## config.mk

```make
export PLATFORM = sky130hd
export DESIGN_NAME = wdt_reset_supervisor
export DESIGN_NICKNAME = d
export VERILOG_FILES = /design/src/rtl/wdt_reset_supervisor.sv
export SDC_FILE = /design/constraint.sdc
export NUM_CORES = 1
export LEC_CHECK = 0
export BUFFER_PORTS_ARGS = -buffer_cell sky130_fd_sc_hd__buf_2
export CAP_MARGIN = 40
export CORE_MARGIN = 2
export CORE_UTILIZATION = 50
export CTS_CLUSTER_SIZE = 20
export DETAILED_ROUTE_END_ITERATION = 10
export PLACE_DENSITY = 0.77
export SYNTH_ARGS = -nofsm -noshare
export SYNTH_HDL_FRONTEND = slang
export SYNTH_SLANG_ARGS = --single-unit
```

## constraint.sdc

```tcl
create_clock -name clk -period 1.9 [get_ports clk]
set_clock_uncertainty 0.05 [all_clocks]
set_input_delay 0.19 -clock clk [delete_from_list [all_inputs] [get_ports clk]]
set_output_delay 0.19 -clock clk [all_outputs]
set_load 0.05 [all_outputs]
```

## src/rtl/wdt_reset_supervisor.sv

```systemverilog
module wdt_reset_supervisor #(
  parameter int INT_DIV   = 4,
  parameter int RST_TICKS = 8,
  parameter int WD_TICKS  = 12
) (
  input  logic clk,
  input  logic rst_n,
  input  logic low_line,
  input  logic wd_in,
  input  logic wd_float,
  input  logic osc_sel,
  input  logic ext_tick,
  input  logic ce_in_n,
  output logic rst_out_n,
  output logic rst_out,
  output logic wd_out_n,
  output logic ce_out_n
);
  localparam int DW = $clog2(INT_DIV + 1);
  localparam int RW = $clog2(RST_TICKS + 1);
  localparam int WW = $clog2(WD_TICKS + 1);

  logic [DW-1:0] div_q;
  logic [RW-1:0] rcnt;
  logic [WW-1:0] wcnt;
  logic [2:0]    wd_sy, xt_sy;
  logic          fault_q;

  logic int_tick, ext_pulse, tick, wd_edge, rst_act, wd_run, timeout;

  assign int_tick  = (div_q == DW'(INT_DIV - 1));
  assign ext_pulse = xt_sy[1] & ~xt_sy[2];
  assign tick      = osc_sel ? int_tick : ext_pulse;
  assign wd_edge   = wd_sy[1] ^ wd_sy[2];
  assign rst_act   = low_line | (rcnt != '0);
  assign wd_run    = !rst_act && !wd_float && !wd_edge;
  assign timeout   = wd_run && tick && (wcnt == WW'(WD_TICKS - 1));

  always_ff @(posedge clk or negedge rst_n)
    if (!rst_n) begin
      wd_sy <= '0;
      xt_sy <= '0;
    end else begin
      wd_sy <= {wd_sy[1:0], wd_in};
      xt_sy <= {xt_sy[1:0], ext_tick};
    end

  always_ff @(posedge clk or negedge rst_n)
    if (!rst_n)        div_q <= '0;
    else if (int_tick) div_q <= '0;
    else               div_q <= div_q + DW'(1);

  always_ff @(posedge clk or negedge rst_n)
    if (!rst_n)                     rcnt <= RW'(RST_TICKS);
    else if (low_line || timeout)   rcnt <= RW'(RST_TICKS);
    else if (tick && rcnt != '0)    rcnt <= rcnt - RW'(1);

  always_ff @(posedge clk or negedge rst_n)
    if (!rst_n)                 wcnt <= '0;
    else if (!wd_run || timeout) wcnt <= '0;
    else if (tick)              wcnt <= wcnt + WW'(1);

  always_ff @(posedge clk or negedge rst_n)
    if (!rst_n)                    fault_q <= 1'b0;
    else if (low_line || wd_edge)  fault_q <= 1'b0;
    else if (timeout)              fault_q <= 1'b1;

  assign rst_out_n = ~rst_act;
  assign rst_out   = rst_act;
  assign wd_out_n  = ~fault_q;
  assign ce_out_n  = low_line | ce_in_n;

  a_r1_lowline_reset: assert property (@(posedge clk) disable iff (!rst_n)
    low_line |-> !rst_out_n);
  a_r7_complement: assert property (@(posedge clk) disable iff (!rst_n)
    rst_out != rst_out_n);
  a_r9_ce_blocked: assert property (@(posedge clk) disable iff (!rst_n)
    low_line |-> ce_out_n);
  a_r6_lowline_clears: assert property (@(posedge clk) disable iff (!rst_n)
    low_line |=> wd_out_n);
  a_r5_float_no_fault: assert property (@(posedge clk) disable iff (!rst_n)
    $fell(wd_out_n) |-> $past(!wd_float));
  a_r3_fault_resets: assert property (@(posedge clk) disable iff (!rst_n)
    $fell(wd_out_n) |-> !rst_out_n);
  a_r2_release_clean: assert property (@(posedge clk) disable iff (!rst_n)
    $rose(rst_out_n) |-> (!low_line && $past(!low_line)));
  a_r11_wd_held: assert property (@(posedge clk) disable iff (!rst_n)
    rst_act |=> (wcnt == '0));
endmodule

```

==> run metrics, run 1 <==
status=finished, final reports clean; Critical Path RT=1660 ps; number of global-route vias before repair=around 500; DRC=0; first-pass GRT wire length=approximately 2100 um; fmax=about 540 MHz; reg2reg setup slack=around 110 ps; Synth Warn #=0; Clock power frac=0.317; Slew HR=0.741; Crit. End Element=output pin; syn_nets=between 80 and 90; critical path class=reg2out; Final Cycle Share=0.978; Hold Slack=about 150 ps; htree depth=1; dpl hpwl=926 um; Power Density=749 nW/um^2; gr usage total=0.155; total power=approximately 0.00073 W; layout net count=approximately 100; register area=~450 um^2; 1st-iter DRT viols=3; setup violators final=0; Slew @ Worst Pin=389 ps; Die X=between 40 and 50 um; Core ar.=1510 um^2; area occupied by multi-input gates=roughly 340 um^2; Int Pwr=between 0.0005 and 0.0006 W; Final Hold Viols=0; Cell Count, Final, Fillers Out=around 110; CTS root buf=clkbuf_4; Max Cap Viol=0; leakage=~0.46 nW; fill count=about 120; final WL=~1300 um; GPL Wtd Cong=around 0.83; synth unique cells=27; CTS sink cnt=18; initial antenna violation count=0; Syn Inst Count=70; CTS tree=built; Final Util=0.650; grt ovf=0; Max clock buf depth=2; Worst VDD drop=0.000511 V; share of power burned in registers=0.553; Detail Route Antenna Nets=0; Initial Util=0.530; n_diodes=0; register bit total from synthesis=18; drt pass-1 iters=4; combinational power share=0.130; total net switching power=0.000175 W; Post-Syn Area=798 um^2; Tmin final=1860 ps; Sw Share=0.239; Post-DP Area=roughly 880 um^2; Hold WC Path Type=in2reg; port bufs=11; CTS buffer count=3; I/O Pins=12; # rows=14; worst path arrival time=about 1600 ps; Clock Latency Late Sink=around 290 ps; chip height=44.0 um; post-route cell area=approximately 980 um^2; Startpoint Class=flip-flop; area grow syn2layout=22.7%; Max FO, Critical Path=3; pin count of the biggest net entering global routing=19; Final Max Tran Viols=0; via-per-instance ratio=roughly 5.2; clk slew on worst S/H paths=about 100 ps; post-synthesis sequential area ratio=0.566; DIE AREA=1930 um^2; layout cells sized above 1=0.311; Avg Cell Area, Syn=roughly 11 um^2; Routed WL per cell=12.3 um; via count=about 550; Inst Count DP=between 90 and 100
-- timing repair --
item | CTS | global route
resized for setup | 2 | 8
endpoints found under the hold margin | 19 | 0
pin swaps | 0 | 1
endpoints found under the setup margin | 2 | 6
setup buffers | 1 | 0
hold buffers | 3 | 0
-- synth_stat cells (all sizes together) --
cell type,number,area share
dfrtp,17,0.53
a22oi,1,0.0094
dfstp,1,0.033
or3b,1,0.011
xnor2,4,0.044
nand3,2,0.013
or3,1,0.0078
o31ai,1,0.016
or4b,1,0.017
a21boi,1,0.0094
or2,1,0.0078
o21ai,3,0.019
ha,3,0.047
nor3,2,0.027
and2,1,0.0078
xor2,1,0.011
nand2,4,0.019
a21oi,2,0.013
nor2b,4,0.031
mux2,1,0.014
nand3b,3,0.028
nor2,7,0.033
a31o,2,0.022
inv,6,0.028
-- cells in the final DEF (no fill, tap or decap), types with 4 or more instances in the layout --
cell type,instances
dfrtp_1,17
buf_2,9
nor2_1,7
nor2b_1,4
nand2_1,4
xnor2_1,4
-- path summary, 6_finish.rpt --
kind                       startpoint         to  depth (start not counted)
min in group asynchronous       rst_n   wd_sy[0]                          2
min                          wd_float    wcnt[1]                          4
max reg2reg                   rcnt[0]    rcnt[3]                          6
max                           rcnt[0]  rst_out_n                          5
min reg2reg                  xt_sy[0]   xt_sy[1]                          0
max in group asynchronous       rst_n    rcnt[3]                          2
-- kinds of logic after synthesis --
family / count (synthesis) / synth area share
adders and majority gates: 3 / 0.0470
xor gates and xnor gates: 5 / 0.0549
buffers and inverters: 6 / 0.0282
AOI/OAI and AO/OA: 10 / 0.0878
muxes: 1 / 0.0141
and+or+nand+nor: 27 / 0.202
DFF: 18 / 0.566
-- stage by stage --
step           TNS (ps)  worst slack, ps
6_report              0             42.5
5_1_grt           -3.13            -3.13
4_1_cts               0             1.34
3_5_place_dp          0             85.3
3_3_place_gp          0              133
2_1_floorplan         0             62.9
-- critical path, cell delays in order, from the launching register on --
cell and delay [ps]:
dfrtp_1 400, inv_2 80, ha_4 130, or4b_4 490, inv_2 90, buf_8 140
-- state kept, by name (all words and copies together), names as in the netlist --
signal,flops
rcnt,4
wcnt,4
div_q,3
wd_sy,3
xt_sy,3
fault_q,1
-- metal layers --
metal  GRT usage  share of wire
met1       0.220           0.49
met2       0.232           0.44
met3      0.0250          0.041
met4      0.0727          0.022
met5           0              0
-- power groups by stage --
stage	registers (W)	clock network (W)	logic [W]
floorplan	0.000412	0	0.0000528
global placement	0.000413	0	0.0000776
detailed placement	0.000414	0	0.0000793
CTS	0.000406	0.000232	0.0000894
global route	0.000408	0.000247	0.000105
finish	0.000406	0.000232	0.0000955
-- layout make-up --
type / count / share of cell area
inverters: 6 / 0.0230
well taps: 16 / 0.0204
flip-flops and latches: 18 / 0.461
repair buffers: 16 / 0.115
multi-input cells: 46 / 0.344
clock buffers: 4 / 0.0370
Note: power is estimated with default switching activity, not from simulation.
==> run 2: changes to the inputs <==
CORE_UTILIZATION = 40   (was 50)
PLACE_DENSITY = 0.65   (was 0.77)
RECOVER_POWER = 100   (was not set)
==> run 2 against run 1 <==
First-iteration DRC count rose to 2.7 times the previous value. Non-clock buffer count grew 1. Die area is 23% higher. Largest power group unchanged.
==> run metrics, run 2 (synthesis gave the netlist of run 1 again) <==
GPL Wtd Cong=between 0.7 and 0.8; Int Pwr=~0.00052 W; Routed WL per cell=11.3 um; DRC=0; Tmin final=roughly 1800 ps; CTS sink cnt=18; CTS buffer count=3; final WL=between 1000 and 1500 um; pin count of the biggest net entering global routing=19; Crit. End Element=output pin; combinational power share=0.142; layout cells sized above 1=0.275; fmax=approximately 540 MHz; CTS tree=built; clk slew on worst S/H paths=~100 ps; WHS Endpoint=wcnt[1]; n_diodes=0; via-per-instance ratio=4.80; worst path arrival time=~1600 ps; Hold Crit Start=wd_float; Initial Util=0.415; top flop regs=rcnt x4, wcnt x4; first-pass GRT wire length=about 2300 um; setup violators final=0; Slew @ Worst Pin=slightly above 900 ps; Final Hold Viols=0; DIE AREA=between 2000 and 2500 um^2; Critical Path RT=approximately 1700 ps; Worst VDD drop=0.000486 V; crit path from=rcnt[0]; via count=566; dpl hpwl=roughly 950 um; FF-to-FF path depth=6; Clock Latency Late Sink=280 ps; # rows=16; number of global-route vias before repair=around 560; Hold Slack=approximately 180 ps; Detail Route Antenna Nets=0; Setup TNS=0 ps; htree depth=1; CTS root buf=clkbuf_4; Die X=a little under 50 um; reg2reg setup slack=110 ps; status=finished, final reports clean; worst r2r src=rcnt[0]; Startpoint Class=flip-flop; Power Density=704 nW/um^2; Sw Share=0.245; drt pass-1 iters=4; Max clock buf depth=2; most frequent cells in the layout=dfrtp_1, nor2_1, buf_2; Core ar.=~1900 um^2; share of power burned in registers=0.585; Hold WC Path Type=in2reg; commonest non-fill, non-tap cell in the layout=dfrtp_1; 1st-iter DRT viols=8; I/O Pins=12; chip height=around 49 um; initial antenna violation count=0; gr usage total=0.124; total net switching power=around 0.00017 W; layout net count=approximately 100; RSZ-0062 raised after global routing=false; Slew HR=0.378; Clock power frac=0.273; leakage=approximately 0.45 nW; total power=just under 0.0007 W; FF-to-FF End=rcnt[3]; Max FO, Critical Path=3; area grow syn2layout=23.7%; Max Cap Viol=0; Final Cycle Share=0.967; hold depth=4; grt ovf=0; port bufs=11; critical path class=reg2out; Final Max Tran Viols=0
## run 2: cell type report
type                            count  area, um^2
Clock buffer                        4        26.3
Fill cell                         193         935
Inverter                            6        22.5
Multi-Input combinational cell     46         337
Sequential cell                    18         452
Tap cell                           27        33.8
Timing Repair Buffer               17         116
## run 2: power by group through the flow
stage / clock (W) / sequential, W / combinational, W
floorplan: 0 / 0.000412 / 0.0000528
global placement: 0 / 0.000413 / 0.0000782
detailed placement: 0 / 0.000414 / 0.0000794
CTS: 0.000199 / 0.000406 / 0.0000894
global route: 0.000212 / 0.000409 / 0.000111
finish: 0.000190 / 0.000406 / 0.0000986
## run 2: layer usage
metal | routed length [um] | GRT usage
met1 | 663 | 0.171
met2 | 618 | 0.192
met3 | 40 | 0.0278
met4 | 6 | 0.0429
met5 | 0 | 0
## run 2: worst max-delay path, stage by stage (launching register included)
cell,delay (ps)
dfrtp_1,400
inv_2,80
ha_4,130
or4b_4,490
inv_2,80
buf_8,140
## run 2: how the worst max path moves through the flow
stage	to	cells after the start
after detailed placement	rcnt[2]	6
after global routing	rst_out_n	5
after global placement	rcnt[3]	6
after floorplan	rcnt[3]	6
after CTS	rst_out_n	5
final	rst_out_n	5
## run 2: through the flow
stage | instances | util | area (um^2) | setup WS [ps]
after floorplan | 70 | - | 798 | 62.9
after CTS | 117 | 0.502 | 965 | 14.0
after global routing | 118 | 0.514 | 987 | 4.17
final | 118 | 0.514 | 987 | 63.4
after global placement | 109 | 0.465 | 895 | 130
after detailed placement | 109 | 0.465 | 895 | 84.2
## run 2: timing repair
item / 4_1_cts / 5_1_grt
endpoints found under the setup margin: 1 / 6
hold buffers: 3 / 0
hold endpoints to repair: 19 / 0
resized for setup: 2 / 8
setup buffers: 1 / 1
==> run 3: changes to the inputs <==
CORE_UTILIZATION = 53   (was 40)
PLACE_DENSITY = 0.81   (was 0.65)
==> run 3 against run 2 <==
Sequential share of layout area grew 0.23 points. Worst setup slack worse by 51 ps. First-iteration DRC count fell by 50%. Hold slack got worse by 31 ps. Register-to-register slack worse by 40 ps. Via count fell by 0.71%. Routed wire length is 2.0% lower. Largest cell class unchanged.
==> run metrics, run 3 (synthesis gave the netlist of run 1 again) <==
crit path from=rcnt[0]; worst path arrival time=between 1500 and 2000 ps; CP max stage cell=or4b_4; FF-to-FF End=wcnt[1]; Core ar.=roughly 1500 um^2; FF-to-FF path depth=6; Clock Latency Late Sink=just under 300 ps; layout net count=roughly 100; Max clock buf depth=2; gr usage total=0.163; RSZ-0062 raised after global routing=true; Cell Count, Final, Fillers Out=between 100 and 150; fill count=109; total power=0.000734 W; Final Cycle Share=0.993; DRC=0; area grow syn2layout=23.0%; via count=approximately 560; Worst path top cell family by delay=simple AND/OR/NAND/NOR gates; CTS sink cnt=18; layout cells sized above 1=0.275; setup violators final=0; final WL=between 1000 and 1500 um; pin count of the biggest net entering global routing=19; chip height=~43 um; I/O Pins=12; # rows=14; Largest stage delay, worst path=~500 ps; post-route cell area=982 um^2; Power Density=approximately 750 nW/um^2; Routed WL per cell=12.2 um; clk slew on worst S/H paths=approximately 100 ps; CP bufs+invs=3; Final Hold Viols=0; GPL Wtd Cong=about 0.8; Critical Path RT=between 1500 and 2000 ps; Crit path depth=5; initial antenna violation count=0; Post-DP Area=approximately 880 um^2; CTS root buf=clkbuf_4; Final Max Tran Viols=0; Max Cap Viol=0; n_diodes=0; first-pass GRT wire length=about 2200 um; port bufs=11; number of global-route vias before repair=about 530; leakage=0.455 nW; Hold Slack=about 150 ps; crit path to=rst_out_n; Slew @ Worst Pin=929 ps; 1st-iter DRT viols=4; Tmin final=between 1500 and 2000 ps; CTS tree=built; DIE AREA=1830 um^2; Worst VDD drop=around 0.00042 V; via-per-instance ratio=5.25; Slew HR=0.380; reg2reg setup slack=70 ps; dpl hpwl=~940 um; Inst Count DP=98; Hold WC Path Type=in2reg; most frequent cells in the layout=dfrtp_1, nor2_1, buf_2; fmax=about 530 MHz; Detail Route Antenna Nets=0; grt ovf=0; CTS buffer count=3; cell chain of the critical path=inv_1 > ha_2 > or4b_4 > inv_2 > buf_8; Startpoint Class=flip-flop; worst r2r src=rcnt[0]; critical path class=reg2out; Crit. End Element=output pin; Max FO, Critical Path=3; Initial Util=0.549; status=finished, final reports clean; top flop regs=rcnt x4, wcnt x4; htree depth=1; drt pass-1 iters=4; commonest non-fill, non-tap cell in the layout=dfrtp_1; Die X=~43 um
==> run 3: worst min-delay path by stage <==
stage | start | end | slack (ps) | depth (start not counted)
floorplan | rst_n | div_q[0] | -160 | 0
global placement | rst_n | wcnt[0] | 80 | 1
detailed placement | rst_n | wd_sy[0] | 80 | 1
CTS | wd_float | wcnt[1] | 160 | 4
global route | low_line | rcnt[2] | 170 | 3
finish | low_line | rcnt[0] | 150 | 3
==> run 3: layout make-up <==
class                           count  area [um^2]  area share
Timing Repair Buffer               17          116       0.118
Tap cell                           16         20.0      0.0204
Multi-Input combinational cell     46          335       0.341
Clock buffer                        4         36.3      0.0369
Sequential cell                    18          452       0.460
Inverter                            6         22.5      0.0229
==> run 3: power by group <==
| group | leakage, nW | switching, W | internal [W] | total [W] |
|---|---|---|---|---|
| sequential | 0.228 | 0.00000854 | 0.000398 | 0.000407 |
| combinational | 0.206 | 0.0000525 | 0.0000455 | 0.0000980 |
| clock | 0.0210 | 0.000113 | 0.000117 | 0.000230 |
| total | 0.455 | 0.000174 | 0.000560 | 0.000734 |
==> run 3: timing repair <==
action | 4_1_cts | 5_1_grt
pin swaps | 1 | 1
hold endpoints to repair | 19 | 0
buffers inserted | 2 | 0
hold buffers | 3 | 0
resized for setup | 7 | 1
endpoints found under the setup margin | 2 | 3
==> run 3: metal layers <==
| metal | track usage | routed length (um) | vias up |
|---|---|---|---|
| met5 | 0 | 0 | - |
| met4 | 0.0750 | 20 | 0 |
| met3 | 0.0298 | 54 | 4 |
| met2 | 0.264 | 668 | 11 |
| met1 | 0.211 | 559 | 270 |
| li1 | - | - | 277 |
==> run 3: worst register-to-register path: cells and delay by family, from the launching register on <==
family | cells | cell delay, ps
buffers and inverters | 1 | 70
and+or+nand+nor | 2 | 780
adders and majority gates | 1 | 170
DFF | 1 | 400
AOI/OAI and AO/OA | 2 | 300
==> run 3: per-stage QoR <==
stage          utilization  TNS (ps)  setup WS, ps
2_1_floorplan            -         0          62.9
3_3_place_gp         0.606         0           137
3_5_place_dp         0.606         0          58.5
4_1_cts              0.672         0          6.37
5_1_grt              0.676      -136         -48.5
6_report             0.676         0          12.9
